$ cat config.mk
export PLATFORM = sky130hd
export DESIGN_NAME = cellmux_fifo4
export DESIGN_NICKNAME = d
export VERILOG_FILES = /design/src/rtl/cmf_pkg.sv /design/src/rtl/cmf_chan.sv /design/src/rtl/cmf_sel.sv /design/src/rtl/cmf_out.sv /design/src/rtl/cellmux_fifo4.sv
export SDC_FILE = /design/constraint.sdc
export NUM_CORES = 2
export LEC_CHECK = 0
export BUFFER_PORTS_ARGS = -buffer_cell sky130_fd_sc_hd__buf_4
export CORE_MARGIN = 2
export CORE_UTILIZATION = 58
export CTS_CLUSTER_DIAMETER = 80
export DETAILED_ROUTE_END_ITERATION = 10
export GPL_TIMING_DRIVEN = 0
export PLACE_DENSITY = 0.85
export SLEW_MARGIN = 20
export SYNTH_ARGS = -nofsm -noshare
export SYNTH_HDL_FRONTEND = slang
export SYNTH_HIERARCHICAL = 1
export SYNTH_MEMORY_MAX_BITS = 65536
export SYNTH_SLANG_ARGS = --single-unit
export TNS_END_PERCENT = 1
$ cat constraint.sdc
create_clock -name clk -period 8.1 [get_ports clk]
set_input_delay 1.62 -clock clk [delete_from_list [all_inputs] [get_ports clk]]
set_output_delay 1.62 -clock clk [all_outputs]
set_load 0.005 [all_outputs]
$ cat src/rtl/cmf_pkg.sv
package cmf_pkg;
    localparam int unsigned CMF_CH    = 4;
    localparam int unsigned CMF_W     = 9;
    localparam int unsigned CMF_DEPTH = 128;
    localparam int unsigned CMF_CELL  = 53;
    localparam int unsigned CMF_WARN  = 4;
endpackage

$ cat src/rtl/cmf_chan.sv
// One channel buffer: word storage, cell framing on both sides, cell count.
module cmf_chan #(
    parameter int unsigned W     = 9,
    parameter int unsigned DEPTH = 128,   // power of two
    parameter int unsigned CELL  = 53
) (
    input  logic                    clk,
    input  logic                    rst_n,
    input  logic                    wr_en,
    input  logic                    wr_sop,
    input  logic [W-1:0]            wr_data,
    input  logic                    rd_go,
    output logic [W-1:0]            head_data,
    output logic [$clog2(CELL)-1:0] head_pos,
    output logic                    cell_ready,
    output logic                    ovf
);
    localparam int unsigned AW = $clog2(DEPTH);
    localparam int unsigned CW = $clog2(DEPTH + 1);
    localparam int unsigned PW = $clog2(CELL);

    typedef struct packed {
        logic [AW-1:0] wptr;
        logic [AW-1:0] rptr;
        logic [CW-1:0] words;
        logic [CW-1:0] cells;
        logic [PW-1:0] ipos;
        logic [PW-1:0] opos;
        logic          ovf;
    } chan_st_t;

    chan_st_t st_d, st_q;
    logic [W-1:0] mem [DEPTH];
    logic full_w, take_w, in_end_w, out_end_w;

    always_comb begin
        full_w    = (st_q.words == CW'(DEPTH));
        take_w    = wr_en && !full_w && (wr_sop == (st_q.ipos == '0));
        in_end_w  = take_w && (st_q.ipos == PW'(CELL - 1));
        out_end_w = rd_go && (st_q.opos == PW'(CELL - 1));
        st_d      = st_q;
        if (take_w) begin
            st_d.wptr = st_q.wptr + 1'b1;
            st_d.ipos = in_end_w ? '0 : st_q.ipos + 1'b1;
        end
        if (rd_go) begin
            st_d.rptr = st_q.rptr + 1'b1;
            st_d.opos = out_end_w ? '0 : st_q.opos + 1'b1;
        end
        st_d.words = st_q.words + CW'(take_w) - CW'(rd_go);
        st_d.cells = st_q.cells + CW'(in_end_w) - CW'(out_end_w);
        if (wr_en && full_w) begin
            st_d.ovf = 1'b1;
        end
    end

    always_ff @(posedge clk) begin
        if (!rst_n) begin
            st_q <= '0;
        end else begin
            st_q <= st_d;
        end
    end

    always_ff @(posedge clk) begin
        if (take_w) begin
            mem[st_q.wptr] <= wr_data;
        end
    end

    assign head_data  = mem[st_q.rptr];
    assign head_pos   = st_q.opos;
    assign cell_ready = (st_q.cells != '0);
    assign ovf        = st_q.ovf;

    // the selector only reads while a complete cell is stored
    p_read_needs_cell_r2: assert property (@(posedge clk) disable iff (!rst_n)
        rd_go |-> (st_q.cells != '0));
    // the word count never exceeds the storage depth
    p_no_overflow_r9: assert property (@(posedge clk) disable iff (!rst_n)
        st_q.words <= CW'(DEPTH));
    // a write into a full buffer does not advance the write pointer
    p_full_drop_r9: assert property (@(posedge clk) disable iff (!rst_n)
        (wr_en && full_w) |=> $stable(st_q.wptr));
endmodule

$ cat src/rtl/cmf_sel.sv
// Channel address latch with cell-granular lockout.
module cmf_sel #(
    parameter int unsigned CH = 4
) (
    input  logic                  clk,
    input  logic                  rst_n,
    input  logic [$clog2(CH)-1:0] sel_addr,
    input  logic                  sel_load,
    input  logic                  pos_zero,
    input  logic                  cell_end,
    output logic [$clog2(CH)-1:0] sel
);
    localparam int unsigned SW = $clog2(CH);

    typedef struct packed {
        logic [SW-1:0] sel;
        logic          lk;
    } sel_st_t;

    sel_st_t st_d, st_q;

    always_comb begin
        st_d = st_q;
        if (sel_load && !st_q.lk && pos_zero) begin
            st_d.sel = sel_addr;
            st_d.lk  = 1'b1;
        end else if (cell_end) begin
            st_d.lk  = 1'b0;
        end
    end

    always_ff @(posedge clk) begin
        if (!rst_n) begin
            st_q <= '0;
        end else begin
            st_q <= st_d;
        end
    end

    assign sel = st_q.sel;

    // while locked and no cell finishes, the address holds
    p_addr_held_r4: assert property (@(posedge clk) disable iff (!rst_n)
        (st_q.lk && !cell_end) |=> $stable(st_q.sel));
endmodule

$ cat src/rtl/cmf_out.sv
// Output register with start-of-cell and early end-of-cell flags.
module cmf_out #(
    parameter int unsigned W    = 9,
    parameter int unsigned CELL = 53,
    parameter int unsigned WARN = 4
) (
    input  logic                    clk,
    input  logic                    rst_n,
    input  logic                    beat,
    input  logic [W-1:0]            head_data,
    input  logic [$clog2(CELL)-1:0] head_pos,
    output logic [W-1:0]            rd_data,
    output logic                    rd_sop,
    output logic                    rd_ect
);
    localparam int unsigned PW = $clog2(CELL);

    typedef struct packed {
        logic [W-1:0] data;
        logic         sop;
        logic         ect;
    } out_st_t;

    out_st_t st_d, st_q;

    always_comb begin
        st_d     = st_q;
        st_d.sop = 1'b0;
        if (beat) begin
            st_d.data = head_data;
            st_d.sop  = (head_pos == '0);
            st_d.ect  = (head_pos < PW'(CELL - WARN));
        end
    end

    always_ff @(posedge clk) begin
        if (!rst_n) begin
            st_q <= '0;
        end else begin
            st_q <= st_d;
        end
    end

    assign rd_data = st_q.data;
    assign rd_sop  = st_q.sop;
    assign rd_ect  = st_q.ect;

    // start of cell always comes with the transfer flag high
    p_sop_with_ect_r7: assert property (@(posedge clk) disable iff (!rst_n)
        rd_sop |-> rd_ect);
    // the flag falls only on a beat that is not a first word
    p_ect_fall_r7: assert property (@(posedge clk) disable iff (!rst_n)
        $fell(rd_ect) |-> (!rd_sop && $past(beat)));
    // start of cell only follows a beat
    p_sop_on_beat_r6: assert property (@(posedge clk) disable iff (!rst_n)
        rd_sop |-> $past(beat));
endmodule

$ cat src/rtl/cellmux_fifo4.sv
module cellmux_fifo4
    import cmf_pkg::*;
#(
    parameter int unsigned CH    = CMF_CH,
    parameter int unsigned W     = CMF_W,
    parameter int unsigned DEPTH = CMF_DEPTH,
    parameter int unsigned CELL  = CMF_CELL,
    parameter int unsigned WARN  = CMF_WARN
) (
    input  logic                  clk,
    input  logic                  rst_n,
    input  logic [CH-1:0]         wr_en,
    input  logic [CH-1:0]         wr_sop,
    input  logic [CH*W-1:0]       wr_data,
    input  logic [$clog2(CH)-1:0] sel_addr,
    input  logic                  sel_load,
    input  logic                  rd_en,
    output logic [W-1:0]          rd_data,
    output logic                  rd_sop,
    output logic                  rd_ect,
    output logic                  cell_avail,
    output logic [CH-1:0]         ovf
);
    localparam int unsigned SW = $clog2(CH);
    localparam int unsigned PW = $clog2(CELL);

    logic [W-1:0]  hd   [CH];
    logic [PW-1:0] hp   [CH];
    logic [CH-1:0] rdy;
    logic [CH-1:0] go;
    logic [SW-1:0] sel;
    logic          beat;
    logic          pos_zero;
    logic          cell_end;

    for (genvar i = 0; i < CH; i++) begin : g_chan
        cmf_chan #(.W(W), .DEPTH(DEPTH), .CELL(CELL)) u_chan (
            .clk        (clk),
            .rst_n      (rst_n),
            .wr_en      (wr_en[i]),
            .wr_sop     (wr_sop[i]),
            .wr_data    (wr_data[i*W +: W]),
            .rd_go      (go[i]),
            .head_data  (hd[i]),
            .head_pos   (hp[i]),
            .cell_ready (rdy[i]),
            .ovf        (ovf[i])
        );
        assign go[i] = beat && (sel == SW'(i));
    end

    assign cell_avail = rdy[sel];
    assign beat       = rd_en && cell_avail;
    assign pos_zero   = (hp[sel] == '0);
    assign cell_end   = beat && (hp[sel] == PW'(CELL - 1));

    cmf_sel #(.CH(CH)) u_sel (
        .clk      (clk),
        .rst_n    (rst_n),
        .sel_addr (sel_addr),
        .sel_load (sel_load),
        .pos_zero (pos_zero),
        .cell_end (cell_end),
        .sel      (sel)
    );

    cmf_out #(.W(W), .CELL(CELL), .WARN(WARN)) u_out (
        .clk       (clk),
        .rst_n     (rst_n),
        .beat      (beat),
        .head_data (hd[sel]),
        .head_pos  (hp[sel]),
        .rd_data   (rd_data),
        .rd_sop    (rd_sop),
        .rd_ect    (rd_ect)
    );

    // overflow flags never clear once set
    p_ovf_sticky_r9: assert property (@(posedge clk) disable iff (!rst_n)
        1'b1 |=> ((ovf & $past(ovf)) == $past(ovf)));
    // with no cell available the output data holds
    p_idle_hold_r11: assert property (@(posedge clk) disable iff (!rst_n)
        !cell_avail |=> $stable(rd_data));
endmodule

### Word-level counts from Yosys, hierarchy flattened

Memories as Yosys holds them, arrays and structs flattened. A register that Yosys moved wholly into a read port is not among the register bits.
Cells that the tools add are included.

| word-level totals | value |
|---|---|
| register bits after elaboration | 186 |
| memory bits (writable) | 4608 |
| bits of input ports | 50 |
| output and inout bits | 16 |
| memories kept | 4 |

| cells by class | value |
|---|---|
| add/sub/neg operators | 32 |
| magnitude comparators | 3 |
| equality and inequality tests | 20 |
| multiplexer cells | 34 |
| bitwise gates (word level) | 1 |
| reductions and logical operators | 45 |

Memories:

| name | words | bits a word | read ports | clocked after Yosys merged registers in | wr ports | RTL line | RTL |
|---|---|---|---|---|---|---|---|
| g_chan[0].u_chan.mem | 128 | 9 | 1 | 1 | 1 | cmf_chan.sv:33 | `logic [W-1:0] mem [DEPTH];` |
| g_chan[1].u_chan.mem | 128 | 9 | 1 | 1 | 1 | cmf_chan.sv:33 |  |
| g_chan[2].u_chan.mem | 128 | 9 | 1 | 1 | 1 | cmf_chan.sv:33 |  |
| g_chan[3].u_chan.mem | 128 | 9 | 1 | 1 | 1 | cmf_chan.sv:33 |  |

Operators with widths:

| operator | count |
|---|---|
| $add 8x1->8 | 8 |
| $sub 8x1->8 | 8 |
| $mux 6 | 10 |
| $add 7x1->7 const B | 8 |
| $mux 7 | 8 |
| $eq 6x6->1 const B | 9 |
| $add 6x1->6 const B | 8 |
| $eq 8x8->1 const B | 4 |
| $reduce_bool 8->1 | 4 |
| $logic_not 6->1 | 5 |
| $logic_and 1x1->1 | 28 |
| $bmux 9 s2 | 1 |
| $mux 9 | 2 |
| $bmux 6 s2 | 1 |
| $mux 1 | 11 |
| $lt 6x6->1 const B | 1 |
| $logic_not 1->1 | 5 |
| $eq 1x1->1 | 4 |
| $eq 2x2->1 const B | 2 |
| $ge 3x3->1 const B | 1 |
| $lt 2x3->1 const B | 1 |
| $not 2->3 | 1 |
| $bmux 1 s2 | 1 |
| $eq 2x1->1 const B | 1 |
| other kinds (3) | 3 |

### Logic depth before layout (Yosys ltp)

| logic depth | value |
|---|---|
| word-level depth | 8 |
| gate-level depth with buffers | 19 |
| depth with buffers taken out | 18 |

### Modules after synthesis

Netlist, hierarchy kept.

Modules (own cells, without submodules):

| module | times used | cells an instance | area an instance (um2) |
|---|---|---|---|
| cmf_chan (g_chan[2].u_chan) | 1 | 2363 | 47076.4 |
| cmf_chan (g_chan[3].u_chan) | 1 | 2363 | 47050.1 |
| cmf_chan (g_chan[1].u_chan) | 1 | 2372 | 46758.6 |
| cmf_chan (g_chan[0].u_chan) | 1 | 2368 | 46737.3 |
| cellmux_fifo4 | 1 | 30 | 499.2 |
| cmf_out | 1 | 36 | 416.6 |
| cmf_sel | 1 | 14 | 136.4 |

### Worst setup path after synthesis

No wires, ideal clock.

| path | value |
|---|---|
| kind | in2reg |
| from | input port rd_en |
| to | register g_chan[0].u_chan/st_q[19] (netlist bit) |
| library setup time | 0.118 ns |
| arrival | 4.221 ns |
| setup slack | 3.761 ns |
| cell stages on the path | 15 |
| buffers on the path | 1 |
| cell sequence | nor4bb_1 -> clkbuf_1 -> nand3_1 -> inv_1 -> ha_1 -> inv_1 -> ha_1 -> inv_1 -> fa_1 -> nand2b_1 -> a21oi_1 -> o21ai_0 -> a21oi_1 -> o21a_1 -> nor3_1 |

| between the ends | value |
|---|---|
| word-level cells in the longest chain between the ends | 4 |

Ends and longest elaborated chain:

| item | RTL line | RTL |
|---|---|---|
| start: declaration | cellmux_fifo4.sv:17 | `input logic rd_en,` |
| $logic_and 1x1->1 | cellmux_fifo4.sv:53 | `assign beat = rd_en && cell_avail;` |
| $logic_and 1x1->1 | cellmux_fifo4.sv:49 | `assign go[i] = beat && (sel == SW'(i));` |
| $logic_and 1x1->1 | cmf_chan.sv:40 | `out_end_w = rd_go && (st_q.opos == PW'(CELL - 1));` |
| $sub 8x1->8 | cmf_chan.sv:51 | `st_d.cells = st_q.cells + CW'(in_end_w) - CW'(out_end_w);` |
| end signal: assignment | cmf_chan.sv:61 | `st_q <= st_d;` |
| end: declaration | cmf_chan.sv:32 | `chan_st_t st_d, st_q;` |

No other way between the ends.
A chain may end at the register's enable or synchronous reset.

==> results.json <==
{
  "synth_top_area_frac": 0.733,
  "synth_cell_types": 74,
  "min_from": "g_chan[1].u_chan/st_q[35]$_SDFFE_PN0P_",
  "grtUsageMet1": 0.369,
  "reg2reg_slack_ps": 2500,
  "worstMarginPinSlew_ps": 1380,
  "grt_first_pass_wirelength_um": 716000,
  "ys_seq_area_frac": 0.756,
  "io_buffer_count": 65,
  "clkSinkCount": 4822,
  "nNetsFinal": 10229,
  "synth_xor_area_frac": 0.00487,
  "ios": 66,
  "async_reset_ff_frac": 0,
  "drtIter0Drc": 17111,
  "synth_top_flop_cell": "edfxtp_1",
  "synth_area_per_cell_um2": 19.8,
  "synth-adder-area-share": 0.00828,
  "cp.required_ps": 8990,
  "drive_gt1_frac": 0.210,
  "postCtsHoldBufs": 0,
  "powerDensity_mw_per_mm2": 240,
  "final_cells": 14784,
  "rows": 209,
  "start_util": 0.582,
  "cts_resized": 0,
  "yosysWarnings": 6,
  "startpoint_type": "flip-flop",
  "cp.arrival_ps": 6490,
  "violations": "design-rule violations",
  "post-cts-setup-buffer-count": 0,
  "hold_viol_final": 0,
  "slew_viol_final": 0,
  "grt_pass1_vias": 104617,
  "yosysMostFrequentCell": "edfxtp_1",
  "grt_use_met2": 0.477,
  "critPathCapture": "u_out/rd_data[5]$_SDFFE_PN0P_",
  "clock_latency_ps": 1030,
  "synth_area_leaders": "edfxtp_1 73%, mux4_2 10%, dfxtp_1 2.3%",
  "setup_viol": 0,
  "syn-num-nets": 9716,
  "grt_usage": 0.297,
  "setup_tns_ps": 0,
  "die_h_um": 574,
  "leakage_nw": 63.8,
  "hold_path.class": "flip-flop to flip-flop",
  "grt_max_degree": 129,
  "cts_tree": "yes",
  "top_usage_layer": "met2",
  "root_buffer": "clkbuf_16",
  "dp_hpwl_um": 288000,
  "cts_made_buffers": 441,
  "synth_area_mm2": 0.189,
  "synth_top_area_cell": "edfxtp_1",
  "die_x_um": 574,
  "fin_crit_ps": 5600,
  "ys_ff_latch": 4822,
  "ant_nets": 0,
  "rsz0062_at_grt": "no",
  "crit_type": "flip-flop to flip-flop",
  "fmax_mhz": 179,
  "cp-end-kind": "flip-flop",
  "max-clock-path-buffers": 4,
  "area_growth_pct": 11.0,
  "synth_edf_count": 4608,
  "drc": 9,
  "dp.cells": 13937,
  "antenna_found_initial": 25,
  "synthSimpleGateAreaFrac": 0.0305,
  "drv_cap": 0,
  "worstPathMaxFanout": 10,
  "die-area_mm2": 0.330,
  "finalWeightedCongestion": 0.962,
  "r2r_end": "u_out/rd_data[5]$_SDFFE_PN0P_",
  "routed_wirelength_um": 500000,
  "num_vias": 103781,
  "synth_cells": 9546,
  "reg2reg_depth": 12,
  "synthTopCellsByCount": "4608 x edfxtp_1, 852 x mux4_2, 707 x nor2_1",
  "status": "finished with violations",
  "met3_usage": 0.0770,
  "synth_mux_area_frac": 0.140,
  "wl_per_cell_um": 33.8,
  "htree_levels": 5,
  "drtPass1Iterations": 11,
  "core_area_mm2": 0.324,
  "grt_overflow_total": 0,
  "fin_crit_sh": 0.691,
  "synth_top_family_by_area": "multiplexers",
  "synth-compound-area-share": 0.0439,
  "relSlewSlack": 0.0778,
  "ir_drop_mv": 0.231,
  "cts.clk_slew.worst_paths_ps": 70,
  "clock_skew_ps": 117,
  "viasPerCell": 7.02
}
## cell usage in the layout, fill, tap and decap left out, types with 21 or more instances in the layout
cell | Yosys | routed
a21oi_1 | 119 | 119
a221o_1 | 72 | 72
a221oi_1 | 63 | 63
a22o_1 | 72 | 72
a22oi_1 | 360 | 360
and2_1 | 64 | 64
buf_1 | 52 | 51
buf_2 | 183 | 183
buf_4 | 56 | 86
buf_6 | 17 | 52
bufinv_16 | 0 | 41
clkbuf_1 | 242 | 329
clkbuf_16 | 0 | 450
clkinv_1 | 0 | 90
clkinv_2 | 0 | 81
clkinvlp_4 | 0 | 24
dfxtp_1 | 214 | 214
diode_2 | 0 | 21
edfxtp_1 | 4608 | 4608
ha_1 | 112 | 112
inv_1 | 107 | 107
mux2_2 | 288 | 288
mux2i_1 | 317 | 317
mux4_1 | 28 | 28
mux4_2 | 852 | 852
nand2_1 | 101 | 101
nand2b_1 | 28 | 28
nand3_1 | 51 | 51
nand4_1 | 46 | 46
nor2_1 | 707 | 707
nor2b_1 | 54 | 54
nor3_1 | 35 | 35
o21ai_0 | 166 | 166
o221ai_1 | 105 | 105
o22ai_1 | 109 | 109
xnor2_1 | 38 | 38
xor2_1 | 67 | 67
## sequential cells by signal, indices dropped and copies added, names as in the netlist, named ones only
name	cells
g_chan.u_chan/mem	4608
g_chan.u_chan/st_q	144
g_chan.u_chan/head_pos	24
u_out/rd_data	9
g_chan.u_chan/ovf	4
u_sel/sel	2
u_out/rd_ect	1
u_out/rd_sop	1
u_sel/st_q	1
## how the worst min path moves through the flow
stage / cells after the start / slack (ps) / to
final: 2 / 460 / flip-flop
after global routing: 2 / 490 / u_sel/sel[0]$_SDFFE_PN0P_
after CTS: 2 / 440 / flip-flop
after detailed placement: 2 / 460 / u_sel/sel[1]$_SDFFE_PN0P_
after global placement: 2 / 450 / u_sel/sel[1]$_SDFFE_PN0P_
after floorplan: 2 / 440 / u_sel/sel[0]$_SDFFE_PN0P_
## cells by family (layout without fill, tap and decap cells)
family / count (synthesis) / count (layout)
DFF: 4822 / 4822
other: 0 / 21
xor gates and xnor gates: 105 / 105
and+or+nand+nor: 1208 / 1208
muxes: 1485 / 1485
buffers and inverters: 669 / 1561
AOI/OAI and AO/OA: 1137 / 1137
adders and majority gates: 120 / 120
## worst max-delay path: stages (launching register included)
cell	delay, ps
dfxtp_1	340
buf_2	200
buf_2	320
buf_2	510
clkbuf_1	750
mux4_2	430
a22oi_1	250
a21oi_1	220
nor3_1	920
o221ai_1	730
mux4_2	630
mux2i_1	150
nor2b_1	60
## metrics by stage
step           instance area, um2  hold slack [ps]  power, W  setup slack [ps]  utilization
6_report                   209000              458    0.0502              2500        0.646
5_1_grt                    209000              488    0.0512              2750        0.646
4_1_cts                    209000              439    0.0502              2870        0.646
3_5_place_dp               195000              461    0.0297              2690        0.601
3_3_place_gp               195000              452    0.0295              2780        0.601
2_1_floorplan              189000              435    0.0288              3760            -
## routing by layer
layer	routed length, um	part of all wire
met1	160000	0.32
met2	238000	0.48
met3	65900	0.13
met4	35900	0.072
met5	116	0.00023
## area by class of cell
type                       count  area [um2]
clock inverter               272        2760
clock buffer                 550       11700
buffer                       561        2780
fill                       19278      115000
multi-input combinational   4055       42800
sequential                  4822      143000
timing repair buffer          70         749
tap                         4325        5410
inverter                     108         405
antenna                       21        52.6
## power by group
group	total [W]	switching [W]	internal [W]	leakage [nW]
registers	0.0275	0.0000689	0.0274	43.1
logic	0.00174	0.00126	0.000480	13.7
clock network	0.0210	0.00934	0.0116	7.01
total	0.0502	0.0107	0.0395	63.8
Power figures use the tool's default switching activity.
